[src/rtl/flk_pkg.sv]
package flk_pkg;
   typedef enum logic [2:0] {
      OP_NOP        = 3'd0,
      OP_PROG_LOCK  = 3'd1,
      OP_PROG_KEY   = 3'd2,
      OP_PROG_OPT   = 3'd3,
      OP_ERASE_OPT  = 3'd4,
      OP_MASS_ERASE = 3'd5,
      OP_VERIFY     = 3'd6,
      OP_READ_INFO  = 3'd7
   } flk_op_e;

   typedef enum logic [1:0] {
      LVL_OPEN  = 2'd0,
      LVL_NOTBL = 2'd1,
      LVL_NOVFY = 2'd2,
      LVL_NOEXT = 2'd3
   } flk_lvl_e;

   localparam logic [7:0] FLK_ERASED = 8'hFF;
endpackage

[src/rtl/flk_level_dec.sv]
module flk_level_dec
   import flk_pkg::*;
(
   input  logic [2:0] lock_bits,
   output flk_lvl_e   level,
   output logic       tbl_blk,
   output logic       sram_blk,
   output logic       xexec_blk
);
   always_comb begin
      if (!lock_bits[2])      level = LVL_NOEXT;
      else if (!lock_bits[1]) level = LVL_NOVFY;
      else if (!lock_bits[0]) level = LVL_NOTBL;
      else                    level = LVL_OPEN;
   end

   assign tbl_blk   = (level != LVL_OPEN);
   assign sram_blk  = (level == LVL_NOVFY) || (level == LVL_NOEXT);
   assign xexec_blk = (level == LVL_NOEXT);
endmodule

[src/rtl/flk_key_store.sv]
module flk_key_store #(
   parameter int DEPTH = 64,
   parameter int IDX_W = $clog2(DEPTH)
) (
   input  logic             clk,
   input  logic             rst_n,
   input  logic             clr,
   input  logic             wr_en,
   input  logic [IDX_W-1:0] wr_idx,
   input  logic [7:0]       wr_data,
   input  logic [IDX_W-1:0] rd_idx,
   output logic [7:0]       rd_data,
   output logic             active
);
   logic [7:0] key_q [DEPTH];
   logic [7:0] merged;

   assign merged  = key_q[wr_idx] & wr_data;
   assign rd_data = key_q[rd_idx];

   for (genvar g = 0; g < DEPTH; g++) begin : g_byte
      always_ff @(posedge clk or negedge rst_n) begin
         if (!rst_n)                                 key_q[g] <= 8'hFF;
         else if (clr)                               key_q[g] <= 8'hFF;
         else if (wr_en && (wr_idx == IDX_W'(g)))    key_q[g] <= key_q[g] & wr_data;
      end
   end

   always_ff @(posedge clk or negedge rst_n) begin
      if (!rst_n)                          active <= 1'b0;
      else if (clr)                        active <= 1'b0;
      else if (wr_en && (merged != 8'hFF)) active <= 1'b1;
   end
endmodule

[src/rtl/flk_info_rom.sv]
module flk_info_rom #(
   parameter int          ADDR_W   = 16,
   parameter logic [7:0]  DEV_CODE = 8'h43
) (
   input  logic [ADDR_W-1:0] addr,
   input  logic              opt_bit,
   output logic [7:0]        data
);
   always_comb begin
      case (addr)
         ADDR_W'(16'h0030): data = 8'hDA;
         ADDR_W'(16'h0031): data = DEV_CODE;
         ADDR_W'(16'h0060): data = 8'h01;
         ADDR_W'(16'h00FC): data = {4'hF, opt_bit, 3'h7};
         default:           data = 8'hFF;
      endcase
   end
endmodule

[src/rtl/flash_lock_ctrl.sv]
module flash_lock_ctrl
   import flk_pkg::*;
#(
   parameter int         ADDR_W    = 16,
   parameter int         KEY_DEPTH = 64,
   parameter logic [7:0] DEV_CODE  = 8'h43,
   parameter bit         KEY_EN    = 1'b1
) (
   input  logic              clk,
   input  logic              rst_n,
   input  logic              cmd_valid,
   input  logic [2:0]        cmd_op,
   input  logic [ADDR_W-1:0] cmd_addr,
   input  logic [7:0]        cmd_wdata,
   input  logic [7:0]        mem_rdata,
   output logic              rsp_valid,
   output logic [7:0]        rsp_data,
   output logic              rsp_err,
   output logic [1:0]        lock_level,
   output logic              tbl_blk,
   output logic              sram_blk,
   output logic              xexec_blk,
   output logic              wd_por_en
);
   localparam int IDX_W = $clog2(KEY_DEPTH);

   if (KEY_DEPTH < 2 || (1 << IDX_W) != KEY_DEPTH) begin : g_bad_depth
      $error("KEY_DEPTH must be a power of two");
   end
   if (ADDR_W < 8 || ADDR_W < IDX_W) begin : g_bad_addr
      $error("ADDR_W too narrow");
   end
   if (!(DEV_CODE inside {8'h43, 8'h44, 8'h45})) begin : g_bad_dev
      $error("DEV_CODE must be 43h, 44h or 45h");
   end

   flk_op_e    op;
   flk_lvl_e   level;
   logic [2:0] lock_q;
   logic       opt_q;
   logic [7:0] key_byte, info_byte, rsp_d;
   logic       key_active, is_prog, prog_rej, vfy_rej, do_mass, key_wr;

   assign op       = flk_op_e'(cmd_op);
   assign is_prog  = (op == OP_PROG_KEY) || (op == OP_PROG_OPT) || (op == OP_ERASE_OPT);
   assign prog_rej = cmd_valid && is_prog && (level != LVL_OPEN);
   assign vfy_rej  = cmd_valid && (op == OP_VERIFY) &&
                     ((level == LVL_NOVFY) || (level == LVL_NOEXT));
   assign do_mass  = cmd_valid && (op == OP_MASS_ERASE);
   assign key_wr   = cmd_valid && (op == OP_PROG_KEY) && !prog_rej;

   flk_level_dec u_dec (
      .lock_bits (lock_q),
      .level     (level),
      .tbl_blk   (tbl_blk),
      .sram_blk  (sram_blk),
      .xexec_blk (xexec_blk)
   );

   if (KEY_EN) begin : g_key
      flk_key_store #(.DEPTH(KEY_DEPTH), .IDX_W(IDX_W)) u_key (
         .clk     (clk),
         .rst_n   (rst_n),
         .clr     (do_mass),
         .wr_en   (key_wr),
         .wr_idx  (cmd_addr[IDX_W-1:0]),
         .wr_data (cmd_wdata),
         .rd_idx  (cmd_addr[IDX_W-1:0]),
         .rd_data (key_byte),
         .active  (key_active)
      );
   end else begin : g_nokey
      assign key_byte   = FLK_ERASED;
      assign key_active = 1'b0;
   end

   flk_info_rom #(.ADDR_W(ADDR_W), .DEV_CODE(DEV_CODE)) u_info (
      .addr    (cmd_addr),
      .opt_bit (opt_q),
      .data    (info_byte)
   );

   always_ff @(posedge clk or negedge rst_n) begin
      if (!rst_n) begin
         lock_q <= 3'b111;
         opt_q  <= 1'b1;
      end else if (cmd_valid) begin
         if (op == OP_PROG_LOCK)                  lock_q <= lock_q & cmd_wdata[2:0];
         if (op == OP_MASS_ERASE)                 lock_q <= 3'b111;
         if (op == OP_PROG_OPT && !prog_rej)      opt_q  <= opt_q & cmd_wdata[3];
         if (op == OP_ERASE_OPT && !prog_rej)     opt_q  <= 1'b1;
      end
   end

   always_comb begin
      rsp_d = FLK_ERASED;
      if (!(prog_rej || vfy_rej)) begin
         if (op == OP_VERIFY)
            rsp_d = key_active ? ~(mem_rdata ^ key_byte) : mem_rdata;
         else if (op == OP_READ_INFO)
            rsp_d = info_byte;
      end
   end

   always_ff @(posedge clk or negedge rst_n) begin
      if (!rst_n) begin
         rsp_valid <= 1'b0;
         rsp_err   <= 1'b0;
         rsp_data  <= FLK_ERASED;
      end else begin
         rsp_valid <= cmd_valid;
         rsp_err   <= prog_rej || vfy_rej;
         rsp_data  <= cmd_valid ? rsp_d : FLK_ERASED;
      end
   end

   assign lock_level = level;
   assign wd_por_en  = ~opt_q;
endmodule

[config.mk]
export PLATFORM = sky130hd
export DESIGN_NAME = flash_lock_ctrl
export DESIGN_NICKNAME = d
export VERILOG_FILES = /design/src/rtl/flk_pkg.sv /design/src/rtl/flk_level_dec.sv /design/src/rtl/flk_key_store.sv /design/src/rtl/flk_info_rom.sv /design/src/rtl/flash_lock_ctrl.sv
export SDC_FILE = /design/constraint.sdc
export NUM_CORES = 1
export LEC_CHECK = 0
export BUFFER_PORTS_ARGS = -buffer_cell sky130_fd_sc_hd__buf_2
export CORE_MARGIN = 1
export CORE_UTILIZATION = 30
export CTS_BUF_LIST = sky130_fd_sc_hd__clkbuf_8
export DETAILED_ROUTE_END_ITERATION = 12
export SKIP_LAST_GASP = 1
export SLEW_MARGIN = 20
export SYNTH_ARGS = -nofsm -noshare
export SYNTH_HDL_FRONTEND = slang
export SYNTH_SLANG_ARGS = --single-unit
[constraint.sdc]
create_clock -name clk -period 2.6 [get_ports clk]
set_clock_uncertainty 0.05 [all_clocks]
set_input_delay 0 -clock clk [delete_from_list [all_inputs] [get_ports clk]]
set_output_delay 0 -clock clk [all_outputs]
set_load 0.01 [all_outputs]
==> out/metrics.cfg, run 1 <==
[drt]
drt_iter0_drc=1906
vias=17640
drc=0
routed_via_density=5.256
wire_per_inst_microns=20.36
ant_nets=0
dr.pass1.iters=6
wl_mm=68.32

[yosys]
synth_seq_area_share_pct=57.97
synthCells=2137
ys_types=48
async_flop_share_pct=100.0
syn_nets=2175
synth_edf_count=0
synth-seq-cells=527
yosys_warnings=0
syn-cell-area_sq_mm=0.02388
syn_area_per_cell_sq_um=11.18
synth_top_flop_cell=dfstp_2

[critical_path]
path_buf_inv=1
critPathCaptureType=register
cp_max_fo=16
arrival_ns=3.12
cpLargestDelayFamily=simple AND/OR/NAND/NOR gates
slowest_stage=dfstp_2
crit_type=reg2reg
critical_path.max_stage_delay_ns=0.59
cp.required_ns=3.14
critical_path.most_common_cell=nand2_1
crit_chain=nand3_1, or4_4, nor2_1, buf_4, nand2_1, o21ai_0, nand2_1
worst_setup_path_start_kind=register

[finish]
fin_cells=3356
layout_commonest_cell=nand2_1
drive_gt1_share_pct=40.49
synthToLayoutAreaGrowth_pct=16.60
final_cell_mix=nand2_1 (591), dfstp_2 (524), o21ai_0 (516), clkbuf_8 (118), mux4_2 (104)
nFillCells=7757
ff_latch_area_sq_mm=0.01384
design_area_sq_mm=0.02785
final_nets=2272
multi_input_area_sq_mm=0.009271
final_util_pct=35.31

[clocking]
clockBufferDepth=3
insertion_delay_ns=0.69
cts_buffers=88
clkTransAtPathRegs_ns=0.07
htree_num_levels=3
cts_tree=yes
cts_num_sinks=527
root_buffer=clkbuf_8

[job]
cap_viol_max_count=0

[floorplan]
initial_core_util_pct=30.28
dieArea_sq_mm=0.08074
fp.dieW_microns=284.1
rows=103
die_height_microns=284.1
core_sq_mm=0.07887
io_pins=54

[placed_design]
dp.cells=3164
hpwl_mm=43.24
port_buffers=53
place_area_sq_mm=0.02560
gp_congestion=0.8684

[global_routing]
grt-busiest-layer=met2
grtUsageTotal_pct=17.05
grt_max_degree=101
met2_usage_pct=26.70
use_met1_pct=23.26
grt_use_met3_pct=3.652
grt_pass1_wl_mm=107.8
antenna_found_initial=2
grt-ovfl-total=0
grt_pass1_vias=17870

[timing]
final_hold_viol_count=0
slew_viol_final=0
finalCritPeriodShare_pct=99.26
setup_viol=0
rsz0062_at_grt=true
period_needed_ns=2.581
maxSlewHeadroom_pct=45.22
tightestPinTransition_ns=0.8216
timing.fmax_mhz=387.5

[pwr]
total_power_mw=18.91
p_leak_nw=9.873
powerDensity_mw_per_mm2=679.0
vdd_drop_max_mv=0.3364

[min_path]
hold_class=in2reg

[outcome]
status=finished clean

[synth_stat cells (all sizes together) (3+ instances only)]
cell type    n  area, sq um
nand2      604         2267
dfstp      524        13770
o21ai      523         2618
mux4       137         3209
clkbuf     126        473.0
a22oi       43        322.8
buf         42        312.8
a21oi       25        125.1
nor2        24        90.09
nor4        10        87.59
nand3        7        35.03
xor2         7        61.31
inv          6        22.52
nor2b        6        37.54
nor3         6        35.03
nand2b       5        31.28
a2bb2oi      4        35.03
mux2i        4        40.04
nand4        4        25.02
and3         3        18.77
dfrtp        3        75.07
or2          3        18.77
[sequential cells by signal, summed over array words and instances (netlist names)]
| signal | count |
|---|---|
| lock_q | 3 |
| g_key.u_key.key_q | 512 |
| rsp_valid | 1 |
| rsp_err | 1 |
| g_key.u_key.active | 1 |
| opt_q | 1 |
| rsp_data | 8 |
[repair_timing]
item / in CTS / in global routing
pin swaps: 0 / 0
setup endpoints to repair: 70 / 101
resized for setup: 1 / 16
endpoints found under the hold margin: 256 / 0
hold buffers: 31 / 0
cloned: 0 / 0
setup buffers: 0 / 0
[worst reg2reg max path, stage by stage (launching register included)]
cell,delay (ns)
dfstp_2,0.59
nand3_1,0.14
or4_4,0.59
nor2_1,0.15
buf_4,0.24
nand2_1,0.31
o21ai_0,0.31
nand2_1,0.10
[cell type report]
cell class	instances	share of cell area, %
clock buffer	118	5.832
multi-input combinational	1436	33.29
tap	1050	4.718
inverter	6	0.08088
sequential	527	49.71
timing repair buffer	175	5.311
antenna	2	0.01797
clock inverter	42	1.033
[final timing paths]
path                                                 endpoint                                from  depth (start not counted)  slack [ns]
setup / recovery           g_key.u_key.key_q[226]$_DFFE_PN1P_               lock_q[1]$_DFFE_PN1P_                          7        0.02
hold / removal                 g_key.u_key.active$_DFFE_PN0P_                        cmd_wdata[0]                          5        0.03
setup reg to reg           g_key.u_key.key_q[226]$_DFFE_PN1P_               lock_q[1]$_DFFE_PN1P_                          7        0.02
hold reg to reg            g_key.u_key.key_q[464]$_DFFE_PN1P_  g_key.u_key.key_q[464]$_DFFE_PN1P_                          2        0.42
max in group asynchronous    g_key.u_key.key_q[5]$_DFFE_PN1P_                               rst_n                          3        1.62
min in group asynchronous  g_key.u_key.key_q[379]$_DFFE_PN1P_                               rst_n                          2        0.19
[per-layer routing]
metal,vias to the layer above,routed length (microns)
li1,7703,-
met1,9136,29300
met2,699,32180
met3,101,5141
met4,0,1698
met5,-,0
[cell families after synthesis]
| family | share of synthesized area (%) |
|---|---|
| compound gates | 13.30 |
| xor+xnor | 0.2934 |
| buf+inv | 3.384 |
| flops | 57.97 |
| mux | 13.65 |
| simple gates | 11.40 |
[power breakdown]
| group | switching [mW] | total, mW | internal (mW) |
|---|---|---|---|
| Clock | 3.43 | 7.87 | 4.44 |
| Sequential | 0.231 | 9.25 | 9.02 |
| Combinational | 1.08 | 1.79 | 0.709 |
| Total | 4.74 | 18.9 | 14.2 |
[per-stage QoR]
stage / setup TNS, ns / setup slack, ns / hold WS (ns)
after CTS: 0 / 0.07564 / 0.003654
after global routing: -3.736 / -0.07921 / 0.08408
final: 0 / 0.01913 / 0.03006
after detailed placement: -0.3888 / -0.07554 / -0.002681
after floorplan: 0 / 0.1526 / -0.3456
after global placement: -0.07079 / -0.02741 / -0.01374
No activity file was read; power rests on OpenSTA's default activity.
==> run 2: changes to the inputs <==
--- a/config.mk
+++ b/config.mk
@@ -7,8 +7,11 @@
 export LEC_CHECK = 0
 export BUFFER_PORTS_ARGS = -buffer_cell sky130_fd_sc_hd__buf_2
+export CELL_PAD_IN_SITES_DETAIL_PLACEMENT = 2
+export CELL_PAD_IN_SITES_GLOBAL_PLACEMENT = 2
 export CORE_MARGIN = 1
-export CORE_UTILIZATION = 30
+export CORE_UTILIZATION = 43
 export CTS_BUF_LIST = sky130_fd_sc_hd__clkbuf_8
 export DETAILED_ROUTE_END_ITERATION = 12
+export PLACE_DENSITY_LB_ADDON = 0.1
 export SKIP_LAST_GASP = 1
 export SLEW_MARGIN = 20
--- a/constraint.sdc
+++ b/constraint.sdc
@@ -3,3 +3,3 @@
 set_input_delay 0 -clock clk [delete_from_list [all_inputs] [get_ports clk]]
 set_output_delay 0 -clock clk [all_outputs]
-set_load 0.01 [all_outputs]
+set_load 0.005 [all_outputs]
==> run 2 against run 1 <==
Against the previous run:
- the flow now finishes with violations (setup timing)
- critical path depth is 1 higher
- sequential cell count unchanged
- worst setup slack lost 0.043 ns
- largest cell class unchanged
- largest power group unchanged
==> out/metrics.cfg, run 2 (synthesized netlist as in run 1, its figures left out) <==
[outcome]
status=finished, violations left
violations=setup timing

[timing]
fin_ws_ns=-0.02390  ; -0.04303 ns
tightestPinTransition_ns=0.9171  ; +0.09550 ns
slew_viol_final=0  ; unchanged
finalCritPeriodShare_pct=100.9  ; +1.7 points
maxSlewHeadroom_pct=38.39  ; -6.8 points
timing.fmax_mhz=381.1  ; -1.6%
final_hold_viol_count=0  ; unchanged
rsz0062_at_grt=true
setup_viol=4  ; +4
period_needed_ns=2.624  ; +0.04303 ns

[floorplan]
fp.dieW_microns=237.7  ; -16%
rows=86  ; -17%
dieArea_sq_mm=0.05648  ; -30%
die_height_microns=237.7  ; -16%
core_sq_mm=0.05499  ; -30%
initial_core_util_pct=43.43  ; +13 points
io_pins=54  ; unchanged

[global_routing]
grtUsageTotal_pct=30.91  ; +14 points
grt-ovfl-total=0  ; unchanged
grt_pass1_vias=20840  ; +17%
grt_pass1_wl_mm=131.4  ; +22%
grt_max_degree=98  ; -3.0%
antenna_found_initial=0  ; -2

[critical_path]
cp.required_ns=3.12  ; -0.02 ns
critPathCaptureType=register
rr_worst_depth=8  ; +1
cp_max_fo=16  ; unchanged
worst_setup_path_start_kind=register
arrival_ns=3.14  ; +0.02 ns
crit_type=reg2reg

[drt]
dr.pass1.iters=5  ; -1
drt_iter0_drc=1321  ; -31%
routed_via_density=5.969  ; +14%
wire_per_inst_microns=27.64  ; +36%
vias=18350  ; +4.0%
wl_mm=84.97  ; +24%
ant_nets=0  ; unchanged
drc=0  ; unchanged

[job]
cap_viol_max_count=0  ; unchanged

[clocking]
clockBufferDepth=3  ; unchanged
insertion_delay_ns=0.67  ; -0.02 ns
cts_tree=yes
cts_buffers=92  ; +4.5%
root_buffer=clkbuf_8
cts_num_sinks=527  ; unchanged
clkTransAtPathRegs_ns=0.07  ; about the same
htree_num_levels=3  ; unchanged

[finish]
synthToLayoutAreaGrowth_pct=16.20
final_cell_mix=nand2_1 (584), dfstp_2 (524), o21ai_0 (489), clkbuf_8 (131), mux4_2 (104)
final_util_pct=50.47  ; +15 points
fin_cells=3074  ; -8.4%
layout_commonest_cell=nand2_1
drive_gt1_share_pct=41.25  ; +0.75 points
top_regs=g_key.u_key.key_q x512, rsp_data x8, lock_q x3
largest-register=g_key.u_key.key_q
final_nets=2293  ; +0.92%
largest_reg_flops=512  ; unchanged

[placed_design]
port_buffers=53  ; unchanged
hpwl_mm=52.84  ; +22%
gp_congestion=0.9041  ; +4.1%
dp.cells=2875  ; -9.1%

[min_path]
hold_class=in2reg
holdPathStages=5  ; unchanged

[pwr]
p_leak_nw=9.997  ; +1.3%
vdd_drop_max_mv=0.3631  ; +7.9%
powerDensity_mw_per_mm2=693.3  ; +2.1%

## run 2: cell count changes in the layout (fill, tap and decap cells not counted), sizes merged, moves of 2 or more
cell / delta
clkbuf: +13
buf: +12
bufinv: -4
dlygate4sd3: +4
inv: -2
## run 2: metal layers
| layer | up-vias | wire length, microns | global-route usage, % |
|---|---|---|---|
| met5 | - | 0 | 0 |
| met4 | 0 | 2205 | 8.837 |
| met3 | 159 | 3665 | 5.377 |
| met2 | 441 | 41560 | 51.63 |
| met1 | 9993 | 37540 | 41.42 |
| li1 | 7756 | - | - |
## run 2: path summary, 6_finish.rpt
check	from	slack [ns]	to
worst max-delay path	lock_q[0]$_DFFE_PN1P_	-0.02	g_key.u_key.key_q[132]$_DFFE_PN1P_
max in group asynchronous	rst_n	1.66	g_key.u_key.active$_DFFE_PN0P_
min in group asynchronous	rst_n	0.16	g_key.u_key.key_q[319]$_DFFE_PN1P_
worst min-delay path	cmd_addr[4]	0.06	g_key.u_key.active$_DFFE_PN0P_
worst max register to register	lock_q[0]$_DFFE_PN1P_	-0.02	g_key.u_key.key_q[132]$_DFFE_PN1P_
worst min register to register	g_key.u_key.key_q[428]$_DFFE_PN1P_	0.43	g_key.u_key.key_q[428]$_DFFE_PN1P_
## run 2: timing repair
action	4_1_cts	5_1_grt
endpoints found under the hold margin	256	0
buffers inserted	0	0
resized for setup	7	44
hold buffers	34	0
setup endpoints to repair	9	176
## run 2: stage by stage
stage	power (mW)	TNS, ns	setup WS, ns	instance area (sq um)	hold WS, ns
final	19.24	-0.04595	-0.02390	27750	0.06360
after global placement	11.13	-0.03327	-0.03327	25420	-0.05486
after detailed placement	11.27	-0.2378	-0.09596	25420	-0.05028
after CTS	19.40	-0.02306	-0.009791	27710	0.006785
after floorplan	10.35	0	0.2039	23880	-0.3456
after global routing	19.99	-4.063	-0.1288	27750	0.04453
## run 2: where the power goes
group	total, mW	switching [mW]	internal [mW]
Combinational	1.97	1.22	0.748
Clock	7.99	3.59	4.40
Sequential	9.28	0.258	9.03
## run 2: area by class of cell
| class | count | area, sq um |
|---|---|---|
| antenna | 1 | 2.502 |
| clock buffer | 130 | 1789 |
| clock inverter | 34 | 147.6 |
| fill | 5386 | 27230 |
| inverter | 6 | 22.52 |
| multi-input combinational | 1436 | 9291 |
| sequential | 527 | 13840 |
| tap | 748 | 935.9 |
| timing repair buffer | 192 | 1719 |
## run 2: critical path, cell delays in order (launching register included)
cell,delay (ns)
dfstp_2,0.54
nand3_1,0.09
or4_1,0.49
buf_4,0.20
nor2_1,0.12
buf_4,0.25
nand2_1,0.33
o21ai_0,0.33
nand2_1,0.09
==> run 3: changes to the inputs <==
- ABC_AREA: unset -> 1
- CORE_UTILIZATION: 43 -> 39
==> run 3 against run 2 <==
Against the previous run:
- the run now ends clean
- utilization decreased by 4.8 points
- total power grew 3.2%
- die area increased by 15%
- critical path depth increased by 7
- largest cell class unchanged
- highest routed layer is now met5
==> out/metrics.cfg, run 3 <==
[drt]
drt_iter0_drc=1373  ; +3.9%
wire_per_inst_microns=24.62  ; -11%
ant_nets=0  ; unchanged
dr.pass1.iters=8  ; +3
routed_via_density=5.595  ; -6.3%
wl_mm=103.4  ; +22%
drc=0  ; unchanged
vias=23500  ; +28%

[pwr]
powerDensity_mw_per_mm2=688.6  ; -0.67%
clkPwrFrac_pct=39.3  ; -2.2 points
total_power_mw=19.85  ; +3.2%
vdd_drop_max_mv=0.3855  ; +6.2%
power.internal_mw=13.91  ; -1.9%
swShare_pct=29.94  ; +3.6 points
p_leak_nw=12.87  ; +29%
seqPwrFrac_pct=47.3  ; -1.0 points
combPwrFrac_pct=13.4  ; +3.2 points
netSwitchingPower_mw=5.941  ; +17%

[yosys]
synth_top_flop_cell=dfstp_2
synth_area_leader_cell=dfstp_2
syn_nets=3255  ; +50%
synthMuxAreaShare_pct=0  ; -14 points
async_flop_share_pct=100.0  ; unchanged
ys_types=25  ; -48%
synth_edf_count=0  ; unchanged
synth_xor_area_share_pct=0.1405  ; -0.15 points
synth-seq-cells=527  ; unchanged
synth-compound-area-share_pct=10.81  ; -2.5 points
synth_area_leaders=dfstp_2 (55%), nand2_1 (25%), o21ai_0 (10%), clkbuf_1 (2.1%), nand3_1 (1.7%)
synth_top_area_share_pct=55.21  ; -2.4 points
synth_adder_area_share_pct=0  ; unchanged
synth_seq_area_share_pct=55.51  ; -2.5 points
synth_top_family_by_area=simple AND/OR/NAND/NOR gates
synthSimpleGateAreaFrac_pct=29.62  ; +18 points
syn-cell-area_sq_mm=0.02494  ; +4.4%
syn_area_per_cell_sq_um=7.752  ; -31%
synth_most_common_cell=nand2_1
yosys_warnings=0  ; unchanged
yosys-top-cells-count=nand2_1 (1668), dfstp_2 (524), o21ai_0 (516)
synthCells=3217  ; +51%

[critical_path]
crit_type=reg2reg
crit_chain=nand2_1, nand2_1, nand2_1, nand2_1, nand2_1, nand2_1, nor2_1, nor2_1, nor2_1, nand2_2, nor2_2, nand2_1, nand2_1, dlygate4sd3_1, o21ai_1
cp.required_ns=3.20  ; +0.08 ns
slowest_stage=dlygate4sd3_1
path_buf_inv=1  ; -1
cpLargestDelayFamily=simple AND/OR/NAND/NOR gates
arrival_ns=3.12  ; -0.02 ns
critical_path.most_common_cell=nand2_1
r2r-end=rsp_data[1]$_DFF_PN1_
critical_path.max_stage_delay_ns=0.55  ; about the same
worstReg2RegStart=g_key.u_key.key_q[313]$_DFFE_PN1P_
rr_worst_depth=15  ; +7
r2r_slack_ns=0.08  ; +0.10 ns
critPathCaptureType=register
worst_setup_path_start_kind=register
cp_max_fo=2  ; -14

[floorplan]
dieArea_sq_mm=0.06496  ; +15%
io_pins=54  ; unchanged
initial_core_util_pct=39.53  ; -3.9 points
core_sq_mm=0.06308  ; +15%
fp.dieW_microns=254.9  ; +7.2%
rows=92  ; +7.0%
die_height_microns=254.9  ; +7.2%

[timing]
finalCritPeriodShare_pct=96.92  ; -4.0 points
slew_viol_final=0  ; unchanged
setup_viol=0  ; -4
maxSlewHeadroom_pct=25.45  ; -13 points
rsz0062_at_grt=true
period_needed_ns=2.520  ; -0.1041 ns
tightestPinTransition_ns=1.114  ; +0.1970 ns
timing.fmax_mhz=396.9  ; +4.1%
final_hold_viol_count=0  ; unchanged

[placed_design]
port_buffers=53  ; unchanged
gp_congestion=0.8705  ; -3.7%
place_area_sq_mm=0.02638  ; +3.8%
hpwl_mm=61.06  ; +16%

[clocking]
clkTransAtPathRegs_ns=0.07  ; about the same
cts_buffers=96  ; +4.3%
clockBufferDepth=3  ; unchanged
insertion_delay_ns=0.74  ; +0.07 ns
cts_num_sinks=527  ; unchanged
htree_num_levels=3  ; unchanged
root_buffer=clkbuf_8
cts_tree=yes

[global_routing]
antenna_found_initial=3  ; +3
grt_max_degree=121  ; +23%
grt-ovfl-total=0  ; unchanged
grt_pass1_vias=26350  ; +26%
grt_pass1_wl_mm=160.3  ; +22%
grtUsageTotal_pct=32.54  ; +1.6 points

[outcome]
status=finished clean

[job]
cap_viol_max_count=0  ; unchanged

[finish]
drive_gt1_share_pct=26.11  ; -15 points
top_regs=g_key.u_key.key_q x512, rsp_data x8, lock_q x3
final_nets=3325  ; +45%
synthToLayoutAreaGrowth_pct=15.57
final_cell_mix=nand2_1 (1603), dfstp_2 (524), o21ai_0 (485), clkbuf_8 (118), nor2_1 (102)
largest_reg_flops=512  ; unchanged
design_area_sq_mm=0.02882  ; +3.9%
largest-register=g_key.u_key.key_q
final_util_pct=45.69  ; -4.8 points
layout_commonest_cell=nand2_1

[min_path]
holdPathStages=5  ; unchanged
holdPathEnd=g_key.u_key.key_q[502]$_DFFE_PN1P_
hold_class=in2reg
min_from=cmd_addr[5]

## run 3: cell count changes after synthesis, moves of 15 or more
cell | before | now
a21oi_1 | 25 | 7
a22oi_1 | 43 | 0
clkbuf_1 | 126 | 141
inv_1 | 6 | 30
mux4_1 | 33 | 0
mux4_2 | 104 | 0
nand2_1 | 604 | 1668
nand3_1 | 7 | 85
nand4_1 | 4 | 34
nor2_1 | 24 | 110
## run 3: worst max-delay path by stage
stage,startpoint,cells after the start,to,slack (ns)
2_1_floorplan,lock_q[2]$_DFFE_PN1P_,10,g_key.u_key.key_q[351]$_DFFE_PN1P_,0.63
3_3_place_gp,cmd_addr[0],7,g_key.u_key.key_q[68]$_DFFE_PN1P_,-0.04
3_5_place_dp,cmd_addr[1],9,g_key.u_key.key_q[237]$_DFFE_PN1P_,-0.13
4_1_cts,g_key.u_key.key_q[105]$_DFFE_PN1P_,15,rsp_data[1]$_DFF_PN1_,0.07
5_1_grt,cmd_op[2],12,opt_q$_DFFE_PN1P_,-0.01
6_report,g_key.u_key.key_q[313]$_DFFE_PN1P_,15,rsp_data[1]$_DFF_PN1_,0.08
## run 3: logic make-up after synthesis
logic type,count (synthesis)
xor+xnor,4
flops,527
buf+inv,239
compound gates,537
simple gates,1910
## run 3: stage by stage
step / hold slack, ns / setup slack (ns) / cells / setup TNS (ns)
4_1_cts: 0.001866 / 0.06749 / 4197 / 0
5_1_grt: 0.02371 / -0.01136 / 4199 / -0.01844
3_5_place_dp: 0.1532 / -0.1347 / 3996 / -1.687
3_3_place_gp: 0.1346 / -0.03617 / 3996 / -0.2401
6_report: 0.008352 / 0.08015 / 4200 / 0
2_1_floorplan: -0.3456 / 0.6278 / 3217 / 0
## run 3: power by group through the flow
stage	clock, mW	combinational, mW	sequential, mW
3_3_place_gp	0	2.40	9.43
6_report	7.79	2.66	9.39
2_1_floorplan	0	1.43	9.38
4_1_cts	7.88	2.61	9.38
5_1_grt	8.28	2.94	9.45
3_5_place_dp	0	2.52	9.48
## run 3: worst register-to-register path: cells and delay by family (launching register included)
family	cells	cell delay, ns
simple gates	13	1.42
buf+inv	1	0.55
flops	1	0.37
compound gates	1	0.06
## run 3: area by class of cell
class | instances | area, sq um
timing repair buffer | 178 | 1610
antenna | 3 | 7.507
tap | 846 | 1059
clock buffer | 118 | 1624
clock inverter | 44 | 195.2
multi-input combinational | 2451 | 10340
fill | 7122 | 34260
sequential | 527 | 13840
inverter | 33 | 137.6
## run 3: repair_timing
item                                    4_1_cts  5_1_grt
hold buffers                                 39        0
hold endpoints to repair                    302        0
resized for setup                             0      113
endpoints found under the setup margin        0      515
setup buffers                                 0        0
## run 3: per-layer routing
metal	GRT usage, %	part of all wire [%]	up-vias
met5	0	0.013	-
met2	55.70	49	510
met3	5.187	4.0	238
li1	-	-	10360
met1	40.86	43	12390
met4	13.36	4.1	2
